`config.mk`:
```
export PLATFORM = sky130hd
export DESIGN_NAME = adc_read_seq
export DESIGN_NICKNAME = d
export VERILOG_FILES = /design/src/rtl/adc_seq_pkg.sv /design/src/rtl/adc_seq_timer.sv /design/src/rtl/adc_result_hold.sv /design/src/rtl/adc_seq_ctrl.sv /design/src/rtl/adc_read_seq.sv
export SDC_FILE = /design/constraint.sdc
export NUM_CORES = 1
export LEC_CHECK = 0
export BUFFER_PORTS_ARGS = -buffer_cell sky130_fd_sc_hd__buf_2
export CAP_MARGIN = 30
export CORE_MARGIN = 2
export CORE_UTILIZATION = 30
export DETAILED_ROUTE_END_ITERATION = 10
export HOLD_SLACK_MARGIN = 0.05
export PLACE_DENSITY = 0.58
export SYNTH_ARGS = -nofsm -noshare
export SYNTH_HDL_FRONTEND = slang
export SYNTH_SLANG_ARGS = --single-unit
```
`constraint.sdc`:
```
create_clock -name clk -period 2.8 [get_ports clk]
set_input_delay 0.56 -clock clk [delete_from_list [all_inputs] [get_ports clk]]
set_output_delay 0.56 -clock clk [all_outputs]
set_load 0.005 [all_outputs]
```
`src/rtl/adc_seq_pkg.sv`:
```
package adc_seq_pkg;
  typedef enum logic [2:0] {
    ST_IDLE, ST_SETUP, ST_CLOW, ST_WAITB, ST_RDLOW, ST_ACQ, ST_SLEEP, ST_WAKE
  } seq_state_e;

  typedef enum logic {
    CAP_ON_BUSY   = 1'b0,
    CAP_ON_STROBE = 1'b1
  } cap_mode_e;

  function automatic int unsigned ns_to_cyc(input int unsigned ns, input int unsigned clk_ns);
    return (ns + clk_ns - 1) / clk_ns;
  endfunction
endpackage

```
`src/rtl/adc_seq_timer.sv`:
```
module adc_seq_timer #(
  parameter int unsigned CNT_W   = 10,
  parameter int unsigned RST_VAL = 0
) (
  input  logic             clk,
  input  logic             rst_n,
  input  logic             load_i,
  input  logic [CNT_W-1:0] load_val_i,
  output logic             zero_o
);
  logic [CNT_W-1:0] cnt_q;

  always_ff @(posedge clk or negedge rst_n) begin
    if (!rst_n)               cnt_q <= CNT_W'(RST_VAL);
    else if (load_i)          cnt_q <= load_val_i;
    else if (cnt_q != '0)     cnt_q <= cnt_q - 1'b1;
  end

  assign zero_o = (cnt_q == '0);
endmodule

```
`src/rtl/adc_result_hold.sv`:
```
module adc_result_hold #(
  parameter int unsigned RAW_W = 12,
  parameter int unsigned OUT_W = 16
) (
  input  logic             clk,
  input  logic             rst_n,
  input  logic             push_i,
  input  logic [RAW_W-1:0] raw_i,
  input  logic             bip_i,
  input  logic             out_ready_i,
  output logic             out_valid_o,
  output logic [OUT_W-1:0] out_data_o
);
  localparam int unsigned EXT_W = OUT_W - RAW_W;

  logic [OUT_W-1:0] widened;
  logic             valid_q;
  logic [OUT_W-1:0] data_q;

  generate
    if (EXT_W == 0) begin : g_same
      assign widened = raw_i;
    end else begin : g_ext
      logic fill;
      assign fill    = bip_i & raw_i[RAW_W-1];
      assign widened = {{EXT_W{fill}}, raw_i};
    end
  endgenerate

  always_ff @(posedge clk or negedge rst_n) begin
    if (!rst_n) begin
      valid_q <= 1'b0;
      data_q  <= '0;
    end else if (push_i) begin
      valid_q <= 1'b1;
      data_q  <= widened;
    end else if (valid_q && out_ready_i) begin
      valid_q <= 1'b0;
    end
  end

  assign out_valid_o = valid_q;
  assign out_data_o  = data_q;

  // a stalled result keeps its value
  a_r8_hold_stable: assert property (@(posedge clk) disable iff (!rst_n)
    (valid_q && !out_ready_i) |=> (valid_q && $stable(data_q)));

  generate
    if (EXT_W > 0) begin : g_chk
      // upper bits are either all zero or a copy of the code's top bit
      a_r7_ext_shape: assert property (@(posedge clk) disable iff (!rst_n)
        valid_q |-> ((data_q[OUT_W-1:RAW_W] == '0) ||
                     (data_q[RAW_W-1] && (data_q[OUT_W-1:RAW_W] == '1))));
    end
  endgenerate
endmodule

```
`src/rtl/adc_seq_ctrl.sv`:
```
module adc_seq_ctrl
  import adc_seq_pkg::*;
#(
  parameter int unsigned CNT_W      = 10,
  parameter int unsigned CYC_CS     = 3,
  parameter int unsigned CYC_CL     = 5,
  parameter int unsigned CYC_CL_MAX = 15,
  parameter int unsigned CYC_RD     = 22,
  parameter int unsigned CYC_ACQ    = 25,
  parameter int unsigned CYC_WAKE   = 44,
  parameter int unsigned CYC_TO     = 325
) (
  input  logic             clk,
  input  logic             rst_n,
  input  logic             start_valid_i,
  output logic             start_ready_o,
  input  logic             mode_i,
  input  logic             bip_i,
  input  logic             sleep_req_i,
  input  logic             hold_full_i,
  input  logic             busy_n_i,
  input  logic             tmr_zero_i,
  output logic             tmr_load_o,
  output logic [CNT_W-1:0] tmr_val_o,
  output logic             push_o,
  output logic             bip_o,
  output logic             err_o,
  output logic             cs_n_o,
  output logic             rd_n_o,
  output logic             convst_n_o,
  output logic             shdn_n_o
);
  seq_state_e state_q, state_d;
  cap_mode_e  mode_q;
  logic       bip_q, seen_low_q, err_q;
  logic       accept, set_err, busy_rise;

  assign busy_rise     = (state_q == ST_WAITB) && seen_low_q && busy_n_i;
  assign start_ready_o = (state_q == ST_IDLE) && !hold_full_i && !sleep_req_i;

  always_comb begin
    state_d    = state_q;
    tmr_load_o = 1'b0;
    tmr_val_o  = '0;
    push_o     = 1'b0;
    set_err    = 1'b0;
    accept     = 1'b0;
    unique case (state_q)
      ST_IDLE: begin
        if (sleep_req_i) begin
          state_d = ST_SLEEP;
        end else if (start_valid_i && !hold_full_i) begin
          accept     = 1'b1;
          state_d    = ST_SETUP;
          tmr_load_o = 1'b1;
          tmr_val_o  = CNT_W'(CYC_CS - 1);
        end
      end
      ST_SETUP: if (tmr_zero_i) begin
        state_d    = ST_CLOW;
        tmr_load_o = 1'b1;
        tmr_val_o  = CNT_W'(CYC_CL - 1);
      end
      ST_CLOW: if (tmr_zero_i) begin
        state_d    = ST_WAITB;
        tmr_load_o = 1'b1;
        tmr_val_o  = CNT_W'(CYC_TO - 1);
      end
      ST_WAITB: begin
        if (busy_rise) begin
          tmr_load_o = 1'b1;
          if (mode_q == CAP_ON_BUSY) begin
            push_o    = 1'b1;
            state_d   = ST_ACQ;
            tmr_val_o = CNT_W'(CYC_ACQ - 1);
          end else begin
            state_d   = ST_RDLOW;
            tmr_val_o = CNT_W'(CYC_RD - 1);
          end
        end else if (tmr_zero_i) begin
          set_err = 1'b1;
          state_d = ST_IDLE;
        end
      end
      ST_RDLOW: if (tmr_zero_i) begin
        push_o     = 1'b1;
        state_d    = ST_ACQ;
        tmr_load_o = 1'b1;
        tmr_val_o  = CNT_W'(CYC_ACQ - 1);
      end
      ST_ACQ:   if (tmr_zero_i) state_d = ST_IDLE;
      ST_SLEEP: if (!sleep_req_i) begin
        state_d    = ST_WAKE;
        tmr_load_o = 1'b1;
        tmr_val_o  = CNT_W'(CYC_WAKE - 1);
      end
      ST_WAKE:  if (tmr_zero_i) state_d = ST_IDLE;
      default:  state_d = ST_IDLE;
    endcase
  end

  always_ff @(posedge clk or negedge rst_n) begin
    if (!rst_n) begin
      state_q    <= ST_WAKE;
      mode_q     <= CAP_ON_BUSY;
      bip_q      <= 1'b0;
      seen_low_q <= 1'b0;
      err_q      <= 1'b0;
    end else begin
      state_q <= state_d;
      if (accept) begin
        mode_q     <= cap_mode_e'(mode_i);
        bip_q      <= bip_i;
        seen_low_q <= 1'b0;
      end else if (((state_q == ST_CLOW) || (state_q == ST_WAITB)) && !busy_n_i) begin
        seen_low_q <= 1'b1;
      end
      if (set_err) err_q <= 1'b1;
    end
  end

  logic sel_active;
  assign sel_active = (state_q == ST_SETUP) || (state_q == ST_CLOW) ||
                      (state_q == ST_WAITB) || (state_q == ST_RDLOW);
  assign cs_n_o     = !sel_active;
  assign rd_n_o     = !((sel_active && (state_q != ST_RDLOW) && (mode_q == CAP_ON_BUSY)) ||
                        (state_q == ST_RDLOW));
  assign convst_n_o = (state_q != ST_CLOW);
  assign shdn_n_o   = (state_q != ST_SLEEP);
  assign bip_o      = bip_q;
  assign err_o      = err_q;

  // Interval counters observed by the properties below
  localparam logic [CNT_W-1:0] SAT = '1;
  logic [CNT_W-1:0] low_len_q, since_cap_q, since_wake_q;
  always_ff @(posedge clk or negedge rst_n) begin
    if (!rst_n) begin
      low_len_q    <= '0;
      since_cap_q  <= SAT;
      since_wake_q <= '0;
    end else begin
      low_len_q    <= !convst_n_o ? ((low_len_q == SAT) ? SAT : low_len_q + 1'b1) : '0;
      since_cap_q  <= push_o ? '0 : ((since_cap_q == SAT) ? SAT : since_cap_q + 1'b1);
      since_wake_q <= !shdn_n_o ? '0 : ((since_wake_q == SAT) ? SAT : since_wake_q + 1'b1);
    end
  end

  // chip select already low on the cycle before convert-start falls
  a_r2_cs_setup: assert property (@(posedge clk) disable iff (!rst_n)
    $fell(convst_n_o) |-> $past(!cs_n_o));
  // released after the programmed width, inside the allowed window
  a_r3_low_width: assert property (@(posedge clk) disable iff (!rst_n)
    $rose(convst_n_o) |-> (low_len_q == CNT_W'(CYC_CL)) && (low_len_q <= CNT_W'(CYC_CL_MAX)));
  // acquisition gap before the next start
  a_r6_acq_gap: assert property (@(posedge clk) disable iff (!rst_n)
    $fell(convst_n_o) |-> (since_cap_q >= CNT_W'(CYC_ACQ)));
  // wake-up interval after power-down release (and after reset, R1)
  a_r9_wake_gap: assert property (@(posedge clk) disable iff (!rst_n)
    $fell(convst_n_o) |-> (since_wake_q >= CNT_W'(CYC_WAKE)));
  // no selection while powered down
  a_r9_quiet_sleep: assert property (@(posedge clk) disable iff (!rst_n)
    !shdn_n_o |-> (cs_n_o && convst_n_o));
  // error flag is sticky
  a_r10_err_sticky: assert property (@(posedge clk) disable iff (!rst_n)
    err_o |=> err_o);
  // no start offered while a result waits
  a_r8_no_start_full: assert property (@(posedge clk) disable iff (!rst_n)
    hold_full_i |-> !start_ready_o);
endmodule

```
`src/rtl/adc_read_seq.sv`:
```
module adc_read_seq
  import adc_seq_pkg::*;
#(
  parameter int unsigned DATA_W          = 12,
  parameter int unsigned OUT_W           = 16,
  parameter int unsigned CLK_NS          = 8,
  parameter int unsigned CS_SETUP_NS     = 20,
  parameter int unsigned CONV_LOW_NS     = 40,
  parameter int unsigned CONV_LOW_MAX_NS = 120,
  parameter int unsigned RD_ACCESS_NS    = 170,
  parameter int unsigned ACQ_NS          = 200,
  parameter int unsigned WAKE_NS         = 350,
  parameter int unsigned BUSY_TO_NS      = 2600
) (
  input  logic              clk,
  input  logic              rst_n,
  input  logic              start_valid_i,
  output logic              start_ready_o,
  input  logic              mode_i,
  input  logic              bipolar_i,
  input  logic              sleep_req_i,
  output logic              res_valid_o,
  input  logic              res_ready_i,
  output logic [OUT_W-1:0]  res_data_o,
  output logic              err_o,
  output logic              adc_cs_n_o,
  output logic              adc_rd_n_o,
  output logic              adc_convst_n_o,
  output logic              adc_shdn_n_o,
  input  logic              adc_busy_n_i,
  input  logic [DATA_W-1:0] adc_data_i
);
  localparam int unsigned CYC_CS     = ns_to_cyc(CS_SETUP_NS, CLK_NS);
  localparam int unsigned CYC_CL     = ns_to_cyc(CONV_LOW_NS, CLK_NS);
  localparam int unsigned CYC_CL_MAX = CONV_LOW_MAX_NS / CLK_NS;
  localparam int unsigned CYC_RD     = ns_to_cyc(RD_ACCESS_NS, CLK_NS);
  localparam int unsigned CYC_ACQ    = ns_to_cyc(ACQ_NS, CLK_NS);
  localparam int unsigned CYC_WAKE   = ns_to_cyc(WAKE_NS, CLK_NS);
  localparam int unsigned CYC_TO     = ns_to_cyc(BUSY_TO_NS, CLK_NS);
  localparam int unsigned CNT_W      = $clog2(CYC_TO + CYC_WAKE + CYC_ACQ + CYC_RD + 2) + 1;

  logic             tmr_load, tmr_zero, push, bip_lat, hold_full;
  logic [CNT_W-1:0] tmr_val;

  adc_seq_timer #(.CNT_W(CNT_W), .RST_VAL(CYC_WAKE - 1)) u_timer (
    .clk(clk), .rst_n(rst_n), .load_i(tmr_load), .load_val_i(tmr_val), .zero_o(tmr_zero)
  );

  adc_seq_ctrl #(
    .CNT_W(CNT_W), .CYC_CS(CYC_CS), .CYC_CL(CYC_CL), .CYC_CL_MAX(CYC_CL_MAX),
    .CYC_RD(CYC_RD), .CYC_ACQ(CYC_ACQ), .CYC_WAKE(CYC_WAKE), .CYC_TO(CYC_TO)
  ) u_ctrl (
    .clk(clk), .rst_n(rst_n),
    .start_valid_i(start_valid_i), .start_ready_o(start_ready_o),
    .mode_i(mode_i), .bip_i(bipolar_i), .sleep_req_i(sleep_req_i),
    .hold_full_i(hold_full), .busy_n_i(adc_busy_n_i),
    .tmr_zero_i(tmr_zero), .tmr_load_o(tmr_load), .tmr_val_o(tmr_val),
    .push_o(push), .bip_o(bip_lat), .err_o(err_o),
    .cs_n_o(adc_cs_n_o), .rd_n_o(adc_rd_n_o),
    .convst_n_o(adc_convst_n_o), .shdn_n_o(adc_shdn_n_o)
  );

  adc_result_hold #(.RAW_W(DATA_W), .OUT_W(OUT_W)) u_hold (
    .clk(clk), .rst_n(rst_n), .push_i(push), .raw_i(adc_data_i), .bip_i(bip_lat),
    .out_ready_i(res_ready_i), .out_valid_o(hold_full), .out_data_o(res_data_o)
  );

  assign res_valid_o = hold_full;
endmodule

```
==> flow_metrics.env, run 1 <==
export IMPL_final_setup_viol_count=0
export IMPL_grt_antenna_before_repair=0
export IMPL_drt_iter0_drc=61
export IMPL_hold_viol=0
export IMPL_place_gp_congestion=0.8233
export IMPL_dp_slack_ns=0.3229
export IMPL_worstPathRequired_ns=2.96
export IMPL_ir_drop_mv=0.3781
export IMPL_max_stage_delay_ns=0.48
export IMPL_dp_cells=264
export IMPL_dr_pass1_iters=4
export IMPL_clock_path_buffers=2
export IMPL_rsz0062_at_grt="false"
export IMPL_cts_tree="built"
export IMPL_worstMarginPinSlew_ns=0.7068
export IMPL_rows=27
export IMPL_ys_warn_count=0
export IMPL_r2r_setup_slack_ns=0.31
export IMPL_ys_ff_latch=31
export IMPL_start_kind="register"
export IMPL_syn_inst=157
export IMPL_startpoint="u_timer.cnt_q[0]"
export IMPL_slew_headroom=0.5288
export IMPL_drc=0
export IMPL_finalWorstSetupSlack_ns=0.3052
export IMPL_cp_slowest_cell="or3_4"
export IMPL_fin_crit_ns=2.495
export IMPL_syn_nets=178
export IMPL_leakage_uw=0.0009162
export IMPL_status="complete, no violations"
export IMPL_yosysSeqAreaShare=0.4577
export IMPL_htreeDepth=2
export IMPL_antenna_cells=0
export IMPL_crit_arrival_ns=2.65
export IMPL_first_global_vias=1288
export IMPL_r2r_start="u_timer.cnt_q[0]"
export IMPL_skew_ns=0.006695
export IMPL_critPathCaptureType="register"
export IMPL_fin_crit_sh=0.8910
export IMPL_vias=1347
export IMPL_final_util=0.3745
export IMPL_clock_latency_ns=0.28
export IMPL_setup_tns_ns=0
export IMPL_hold_path_class="in -> async"
export IMPL_dieArea_mm2=0.006335
export IMPL_drive_gt1_frac=0.4050
export IMPL_multiInputGateArea_um2=833.3
export IMPL_initial_core_util=0.3113
export IMPL_synth_commonest_cells="dfrtp_1 (24), nand2_1 (10), mux2_4 (8), nor2_1 (8)"
export IMPL_grt_max_degree=32
export IMPL_yosysTopAreaCellShare=0.3504
export IMPL_ctsResizeCount=0
export IMPL_grt_pass1_wl_um=6244
export IMPL_path_class="reg -> reg"
export IMPL_avgSynthCellArea_um2=10.92
export IMPL_dpl_hpwl_um=2702
export IMPL_synth_flop_cell="dfrtp_1"
export IMPL_synth_edf_count=0
export IMPL_cts_setup_buffers=0
export IMPL_maxSlewViolCount=0
export IMPL_cts_root_buf="clkbuf_8"
export IMPL_die_w_um=79.59
export IMPL_antenna_left=0
export IMPL_power_uw=1967
export IMPL_ctsHoldBuffers=0
export IMPL_routed_wl_um=3785
export IMPL_grt_usage=0.1272
export IMPL_yosysUniqueCellTypes=51
export IMPL_cap_violations=0
export IMPL_fp_dieH_um=79.59
export IMPL_path_max_fanout=13
export IMPL_path_buf_inv=2
export IMPL_clock_sinks=31
export IMPL_numCtsBuffers=5
export IMPL_routedWlPerCell_um=13.92
export IMPL_syn_area_mm2=0.001714
export IMPL_area_growth_pct=20.29
export IMPL_yosysMostFrequentCell="dfrtp_1"
export IMPL_yosys_top_cells_area="dfrtp_1 (35%), dfstp_2 (11%), mux2_4 (7.0%)"
export IMPL_path_clk_slew_ns=0.07
export IMPL_synth_largest_area_cell="dfrtp_1"
export IMPL_fmax_ghz=0.4008
export IMPL_powerDensity_mw_per_mm2=953.9
export IMPL_rr_endpoint="u_hold.out_data_o[4]"
export IMPL_cp_cell_sequence="inv_1, ha_1, or4b_1, or3_4, o22ai_4, buf_4, mux2_2"
export IMPL_async_flop_share=1.000
export IMPL_reg2reg_depth=7
export IMPL_core_mm2=0.005507
export IMPL_final_cell_count_no_fill=272
export IMPL_boundaryPins=43
export IMPL_register_area_um2=784.5
export IMPL_nNetsFinal=220
export IMPL_crit_family="simple AND/OR/NAND/NOR gates"
export IMPL_grt_overflow_total=0
export IMPL_io_buffer_count=42
export IMPL_routed_via_density=4.952
export IMPL_nFillCells=572
[report_power, final]
group	total, µW	switching [µW]	internal [µW]
Combinational	748	323	425
Clock	359	161	198
Sequential	860	190	671
Total	1970	673	1290
[how the worst max path moves through the flow]
| stage | to | slack, ns | cells after the start |
|---|---|---|---|
| after detailed placement | u_hold.out_data_o[4] | 0.32 | 7 |
| after CTS | u_hold.out_data_o[4] | 0.31 | 7 |
| after floorplan | u_hold.out_data_o[0] | 0.45 | 8 |
| final | u_hold.out_data_o[4] | 0.31 | 7 |
| after global routing | u_hold.out_data_o[4] | 0.21 | 7 |
| after global placement | u_hold.out_data_o[3] | 0.38 | 7 |
[cells in the final DEF, fill, tap and decap left out, types with 6 or more instances in the layout]
cell      instances
clkbuf_8          6
nand2_1          10
mux2_4            8
buf_2            42
dfrtp_1          24
nor2_1            8
mux2_2            6
dfstp_2           7
nor3_1            7
inv_1             6
[layout make-up]
class	instances	area share
clock buffers	7	0.04187
multi-input cells	109	0.4041
inverters	6	0.01092
well taps	72	0.04369
clock inverters	1	0.002427
flip-flops and latches	31	0.3805
repair buffers	46	0.1165
[metal layers]
layer	routed length, µm	vias up	share of wire	track usage
met2	1715	32	0.45	0.1916
met4	76	0	0.020	0.03966
met1	1847	645	0.49	0.1776
met3	145	6	0.038	0.03394
met5	0	-	0	0
li1	-	664	-	-
[registers in the layout, indices dropped and copies added, names as in the netlist]
name                flops
u_ctrl.state_q          3
u_timer.cnt_q          10
u_ctrl.mode_q           1
u_hold.out_valid_o      1
u_ctrl.seen_low_q       1
u_hold.out_data_o      13
u_ctrl.bip_o            1
u_ctrl.err_o            1
[cells by family after synthesis]
| group | after synthesis | synth area share |
|---|---|---|
| XOR/XNOR | 7 | 0.03577 |
| buffers and inverters | 17 | 0.05620 |
| multiplexers | 16 | 0.1212 |
| adder cells (fa/ha/maj) | 1 | 0.007298 |
| AO/OA/AOI/OAI | 36 | 0.1620 |
| AND/OR/NAND/NOR | 49 | 0.1599 |
| flip-flops | 31 | 0.4577 |
[per-stage QoR]
step	area (µm²)	hold slack, ns
2_1_floorplan	1714	0.2644
3_3_place_gp	1971	0.4532
3_5_place_dp	1971	0.4597
4_1_cts	2062	0.3503
5_1_grt	2062	0.3838
6_report	2062	0.3296
No activity file was read; power rests on OpenSTA's default activity.
==> run 2: changes to the inputs <==
--- a/config.mk
+++ b/config.mk
@@ -9,9 +9,11 @@
 export CAP_MARGIN = 30
 export CORE_MARGIN = 2
 export CORE_UTILIZATION = 30
+export CTS_BUF_LIST = sky130_fd_sc_hd__clkbuf_4 sky130_fd_sc_hd__clkbuf_8
 export DETAILED_ROUTE_END_ITERATION = 10
 export HOLD_SLACK_MARGIN = 0.05
 export PLACE_DENSITY = 0.58
+export SKIP_CTS_REPAIR_TIMING = 1
 export SYNTH_ARGS = -nofsm -noshare
 export SYNTH_HDL_FRONTEND = slang
 export SYNTH_SLANG_ARGS = --single-unit
==> flow_metrics.env, run 2 (same netlist as run 1, synthesis figures left out) <==
export IMPL_skew_ns=0.006652
export IMPL_grt_max_degree=32
export IMPL_path_class="reg -> reg"
export IMPL_first_global_vias=1288
export IMPL_worstPathRequired_ns=2.96
export IMPL_hold_viol=0
export IMPL_dp_slack_ns=0.3229
export IMPL_hold_path_class="in -> async"
export IMPL_routed_wl_um=3784
export IMPL_cts_root_buf="clkbuf_8"
export IMPL_clock_latency_ns=0.28
export IMPL_drc=0
export IMPL_htreeDepth=2
export IMPL_antenna_left=0
export IMPL_clock_sinks=31
export IMPL_maxSlewViolCount=0
export IMPL_grt_usage=0.1272
export IMPL_vias=1347
export IMPL_grt_overflow_total=0
export IMPL_critPathCaptureType="register"
export IMPL_dr_pass1_iters=4
export IMPL_clock_path_buffers=2
export IMPL_initial_core_util=0.3113
export IMPL_boundaryPins=43
export IMPL_io_buffer_count=42
export IMPL_core_mm2=0.005507
export IMPL_fmax_ghz=0.4008
export IMPL_fp_dieH_um=79.59
export IMPL_final_setup_viol_count=0
export IMPL_drive_gt1_frac=0.4100
export IMPL_routedWlPerCell_um=13.91
export IMPL_r2r_start="u_timer.cnt_q[0]"
export IMPL_powerDensity_mw_per_mm2=956.8
export IMPL_finalWorstSetupSlack_ns=0.3053
export IMPL_cap_violations=0
export IMPL_largest_reg_flops=13
export IMPL_grt_pass1_wl_um=6244
export IMPL_final_cell_mix="buf_2 (42), dfrtp_1 (24), nand2_1 (10)"
export IMPL_startpoint="u_timer.cnt_q[0]"
export IMPL_cts_tree="built"
export IMPL_final_common_cell="buf_2"
export IMPL_grt_antenna_before_repair=0
export IMPL_reg2reg_depth=7
export IMPL_start_kind="register"
export IMPL_leakage_uw=0.0009196
export IMPL_fin_crit_ns=2.495
export IMPL_rows=27
export IMPL_crit_arrival_ns=2.65
export IMPL_dpl_hpwl_um=2702
export IMPL_die_w_um=79.59
export IMPL_nNetsFinal=220
export IMPL_rsz0062_at_grt="false"
export IMPL_slew_headroom=0.5288
export IMPL_drt_iter0_drc=61
export IMPL_ir_drop_mv=0.3781
export IMPL_status="complete, no violations"
export IMPL_antenna_cells=0
export IMPL_fin_crit_sh=0.8910
export IMPL_setup_tns_ns=0
export IMPL_dieArea_mm2=0.006335
export IMPL_place_gp_congestion=0.8233
export IMPL_path_max_fanout=13
export IMPL_r2r_setup_slack_ns=0.31
export IMPL_worstMarginPinSlew_ns=0.7068
export IMPL_numCtsBuffers=5
export IMPL_routed_via_density=4.952
export IMPL_path_clk_slew_ns=0.07
export IMPL_area_growth_pct=20.51
-- run 2: power by group --
group	total, µW	internal (µW)	switching [µW]
Combinational	748	425	323
Clock	368	208	161
Sequential	860	671	190
Total	1980	1300	673
-- run 2: worst paths after layout --
check                                       endpoint
worst min register to register          u_ctrl.err_o
max in group asynchronous       u_hold.out_data_o[4]
worst min-delay path                u_timer.cnt_q[9]
worst max register to register  u_hold.out_data_o[4]
worst max-delay path            u_hold.out_data_o[4]
min in group clk                  u_hold.out_valid_o
-- run 2: metrics by stage --
stage	power, µW	hold WS (ns)	util	cell area [µm²]	std cells
after floorplan	1374	0.2644	-	1714	157
after global placement	1613	0.4532	0.3579	1971	264
after detailed placement	1619	0.4597	0.3579	1971	264
after CTS	2000	0.3503	0.3751	2066	272
after global routing	2136	0.3836	0.3751	2066	272
final	1977	0.3296	0.3751	2066	272
-- run 2: layout make-up --
class	count	area, µm²
clock buffers	7	90.09
flip-flops and latches	31	784.5
inverters	6	22.52
fillers	570	3441
multi-input cells	109	833.3
well taps	72	90.09
repair buffers	46	240.2
clock inverters	1	5.005
-- run 2: worst max-delay path, stage by stage (launching register included) --
cell	delay, ns
dfstp_2	0.37
inv_1	0.09
ha_1	0.20
or4b_1	0.47
or3_4	0.48
o22ai_4	0.13
buf_4	0.27
mux2_2	0.36
-- run 2: per-layer routing --
layer | track usage | share of wire
met5 | 0 | 0
met2 | 0.1916 | 0.45
met4 | 0.03966 | 0.020
met3 | 0.03394 | 0.038
met1 | 0.1776 | 0.49
==> run 3: changes to the inputs <==
--- a/config.mk
+++ b/config.mk
@@ -16,4 +16,5 @@
 export SKIP_CTS_REPAIR_TIMING = 1
 export SYNTH_ARGS = -nofsm -noshare
 export SYNTH_HDL_FRONTEND = slang
+export SYNTH_HIERARCHICAL = 1
 export SYNTH_SLANG_ARGS = --single-unit
==> flow_metrics.env, run 3 <==
export IMPL_ys_warn_count=6
export IMPL_path_class="reg -> reg"
export IMPL_worstMarginPinSlew_ns=0.9780
export IMPL_numCtsBuffers=5
export IMPL_syn_area_mm2=0.001809
export IMPL_max_stage_delay_ns=0.56
export IMPL_grt_antenna_before_repair=0
export IMPL_drt_iter0_drc=162
export IMPL_dpl_hpwl_um=2847
export IMPL_first_global_vias=1389
export IMPL_async_flop_share=1.000
export IMPL_cp_cell_sequence="inv_1, ha_1, or3b_1, nor3_4, nand2b_1, a21o_1, a21oi_1, a311o_1, buf_6, nor4_1, nor4_1"
export IMPL_drc=0
export IMPL_initial_core_util=0.3074
export IMPL_rsz0062_at_grt="true"
export IMPL_hold_viol=0
export IMPL_hold_path_class="in -> async"
export IMPL_placed_area_mm2=0.002073
export IMPL_yosysSeqAreaShare=0.4336
export IMPL_leakage_uw=0.0009794
export IMPL_worstPathRequired_ns=2.94
export IMPL_area_growth_pct=21.65
export IMPL_cts_root_buf="clkbuf_8"
export IMPL_synth_commonest_cells="dfrtp_1 (24), a21oi_1 (13), nand2_1 (13)"
export IMPL_yosysMostFrequentCell="dfrtp_1"
export IMPL_synth_edf_count=0
export IMPL_final_cell_mix="buf_2 (42), dfrtp_1 (24), nand2_1 (13), a21oi_1 (13), nor2_1 (10)"
export IMPL_cts_tree="built"
export IMPL_htreeDepth=2
export IMPL_status="complete, no violations"
export IMPL_crit_top_cell="nor4_1"
export IMPL_largest_reg_flops=13
export IMPL_final_setup_viol_count=0
export IMPL_slew_headroom=0.3479
export IMPL_grt_pass1_wl_um=6624
export IMPL_io_buffer_count=42
export IMPL_final_common_cell="buf_2"
export IMPL_grt_overflow_total=0
export IMPL_drive_gt1_frac=0.3822
export IMPL_clock_sinks=31
export IMPL_cp_slowest_cell="dfstp_2"
export IMPL_ys_ff_latch=31
export IMPL_die_w_um=81.66
export IMPL_routed_via_density=5.063
export IMPL_critPathCaptureType="register"
export IMPL_grt_usage=0.1320
export IMPL_maxSlewViolCount=0
export IMPL_grt_max_degree=32
export IMPL_yosysUniqueCellTypes=51
export IMPL_place_gp_congestion=0.8601
export IMPL_powerDensity_mw_per_mm2=1059
export IMPL_fin_crit_ns=2.585
export IMPL_antenna_left=0
export IMPL_fin_crit_sh=0.9233
export IMPL_antenna_cells=0
export IMPL_nFillCells=617
export IMPL_synth_flop_cell="dfrtp_1"
export IMPL_yosys_top_cells_area="dfrtp_1 (33%), dfstp_2 (10%), mux2_4 (5.8%)"
export IMPL_yosysTopAreaCellShare=0.3320
export IMPL_ir_drop_mv=0.4264
export IMPL_cap_violations=0
export IMPL_syn_inst=183
export IMPL_whs_ns=0.3185
export IMPL_clock_latency_ns=0.28
export IMPL_stdcell_area_mm2=0.002201
export IMPL_avgSynthCellArea_um2=9.887
export IMPL_fmax_ghz=0.3868
export IMPL_crit_arrival_ns=2.73
export IMPL_rows=28
export IMPL_clock_path_buffers=2
export IMPL_routedWlPerCell_um=13.48
export IMPL_boundaryPins=43
export IMPL_skew_ns=0.003903
export IMPL_synth_largest_area_cell="dfrtp_1"
export IMPL_routed_wl_um=4044
export IMPL_dieArea_mm2=0.006668
export IMPL_path_max_fanout=12
export IMPL_fp_dieH_um=81.66
export IMPL_start_kind="register"
export IMPL_vias=1519
export IMPL_nNetsFinal=245
export IMPL_reg2reg_depth=11
export IMPL_dr_pass1_iters=4
export IMPL_path_clk_slew_ns=0.07
export IMPL_core_mm2=0.005886
-- run 3: cell count changes after synthesis, sizes merged, moves of 3 or more --
cell | previous run | this run
a21oi | 5 | 13
a31oi | 1 | 4
and2 | 3 | 0
buf | 7 | 11
inv | 6 | 9
nand2 | 10 | 13
nor2b | 1 | 7
nor4 | 4 | 7
xor2 | 4 | 1
-- run 3: cells by family after synthesis --
kind of cell / after synthesis / synth area share
buffers and inverters: 26 / 0.08229
XOR/XNOR: 3 / 0.01453
multiplexers: 16 / 0.1127
AO/OA/AOI/OAI: 45 / 0.1708
adder cells (fa/ha/maj): 1 / 0.006915
AND/OR/NAND/NOR: 60 / 0.1770
flip-flops: 31 / 0.4336
other: 1 / 0.002073
-- run 3: path summary, 6_finish.rpt --
path	start	end	slack [ns]
max	u_timer/cnt_q[0]	u_timer/cnt_q[7]	0.21
min	rst_n	u_ctrl/seen_low_q	0.32
max reg2reg	u_timer/cnt_q[0]	u_timer/cnt_q[7]	0.21
min reg2reg	u_ctrl/err_o	u_ctrl/err_o	0.49
max in group asynchronous	rst_n	u_ctrl/bip_o	2.03
min in group clk	u_ctrl/err_o	u_ctrl/err_o	0.49
-- run 3: routing by layer --
metal  global-route usage  share of wire
met1               0.1761           0.47
met2               0.1975           0.45
met3              0.03516          0.058
met4              0.06500          0.019
met5                    0              0
-- run 3: worst max-delay path, delay by kind of cell (launching register included) --
kind | cells | cell delay [ns]
and+or+nand+nor | 5 | 0.93
DFF | 1 | 0.56
AOI/OAI and AO/OA | 3 | 0.51
buffers and inverters | 2 | 0.22
adders and majority gates | 1 | 0.22
-- run 3: metrics by stage --
stage | total power, µW | std cells | setup TNS, ns | util | setup WS, ns
2_1_floorplan | 1570 | 184 | 0 | - | 0.06848
3_3_place_gp | 1855 | 292 | 0 | 0.3523 | 0.2703
3_5_place_dp | 1867 | 292 | 0 | 0.3523 | 0.2268
4_1_cts | 2339 | 300 | 0 | 0.3722 | 0.2080
5_1_grt | 2522 | 300 | -0.01412 | 0.3739 | -0.01412
6_report | 2330 | 300 | 0 | 0.3739 | 0.2147
-- run 3: layout make-up --
| type | instances | area (µm²) | share of cell area |
|---|---|---|---|
| multi-input combinational | 127 | 897.1 | 0.4076 |
| sequential | 31 | 784.5 | 0.3565 |
| timing repair buffer | 50 | 274.0 | 0.1245 |
| tap | 75 | 93.84 | 0.04264 |
| clock buffer | 6 | 82.58 | 0.03752 |
| clock inverter | 2 | 35.03 | 0.01592 |
| inverter | 9 | 33.78 | 0.01535 |
-- run 3: power breakdown --
part | total (µW) | switching [µW] | internal [µW]
Combinational | 973 | 467 | 507
Clock | 456 | 169 | 288
Sequential | 900 | 206 | 695
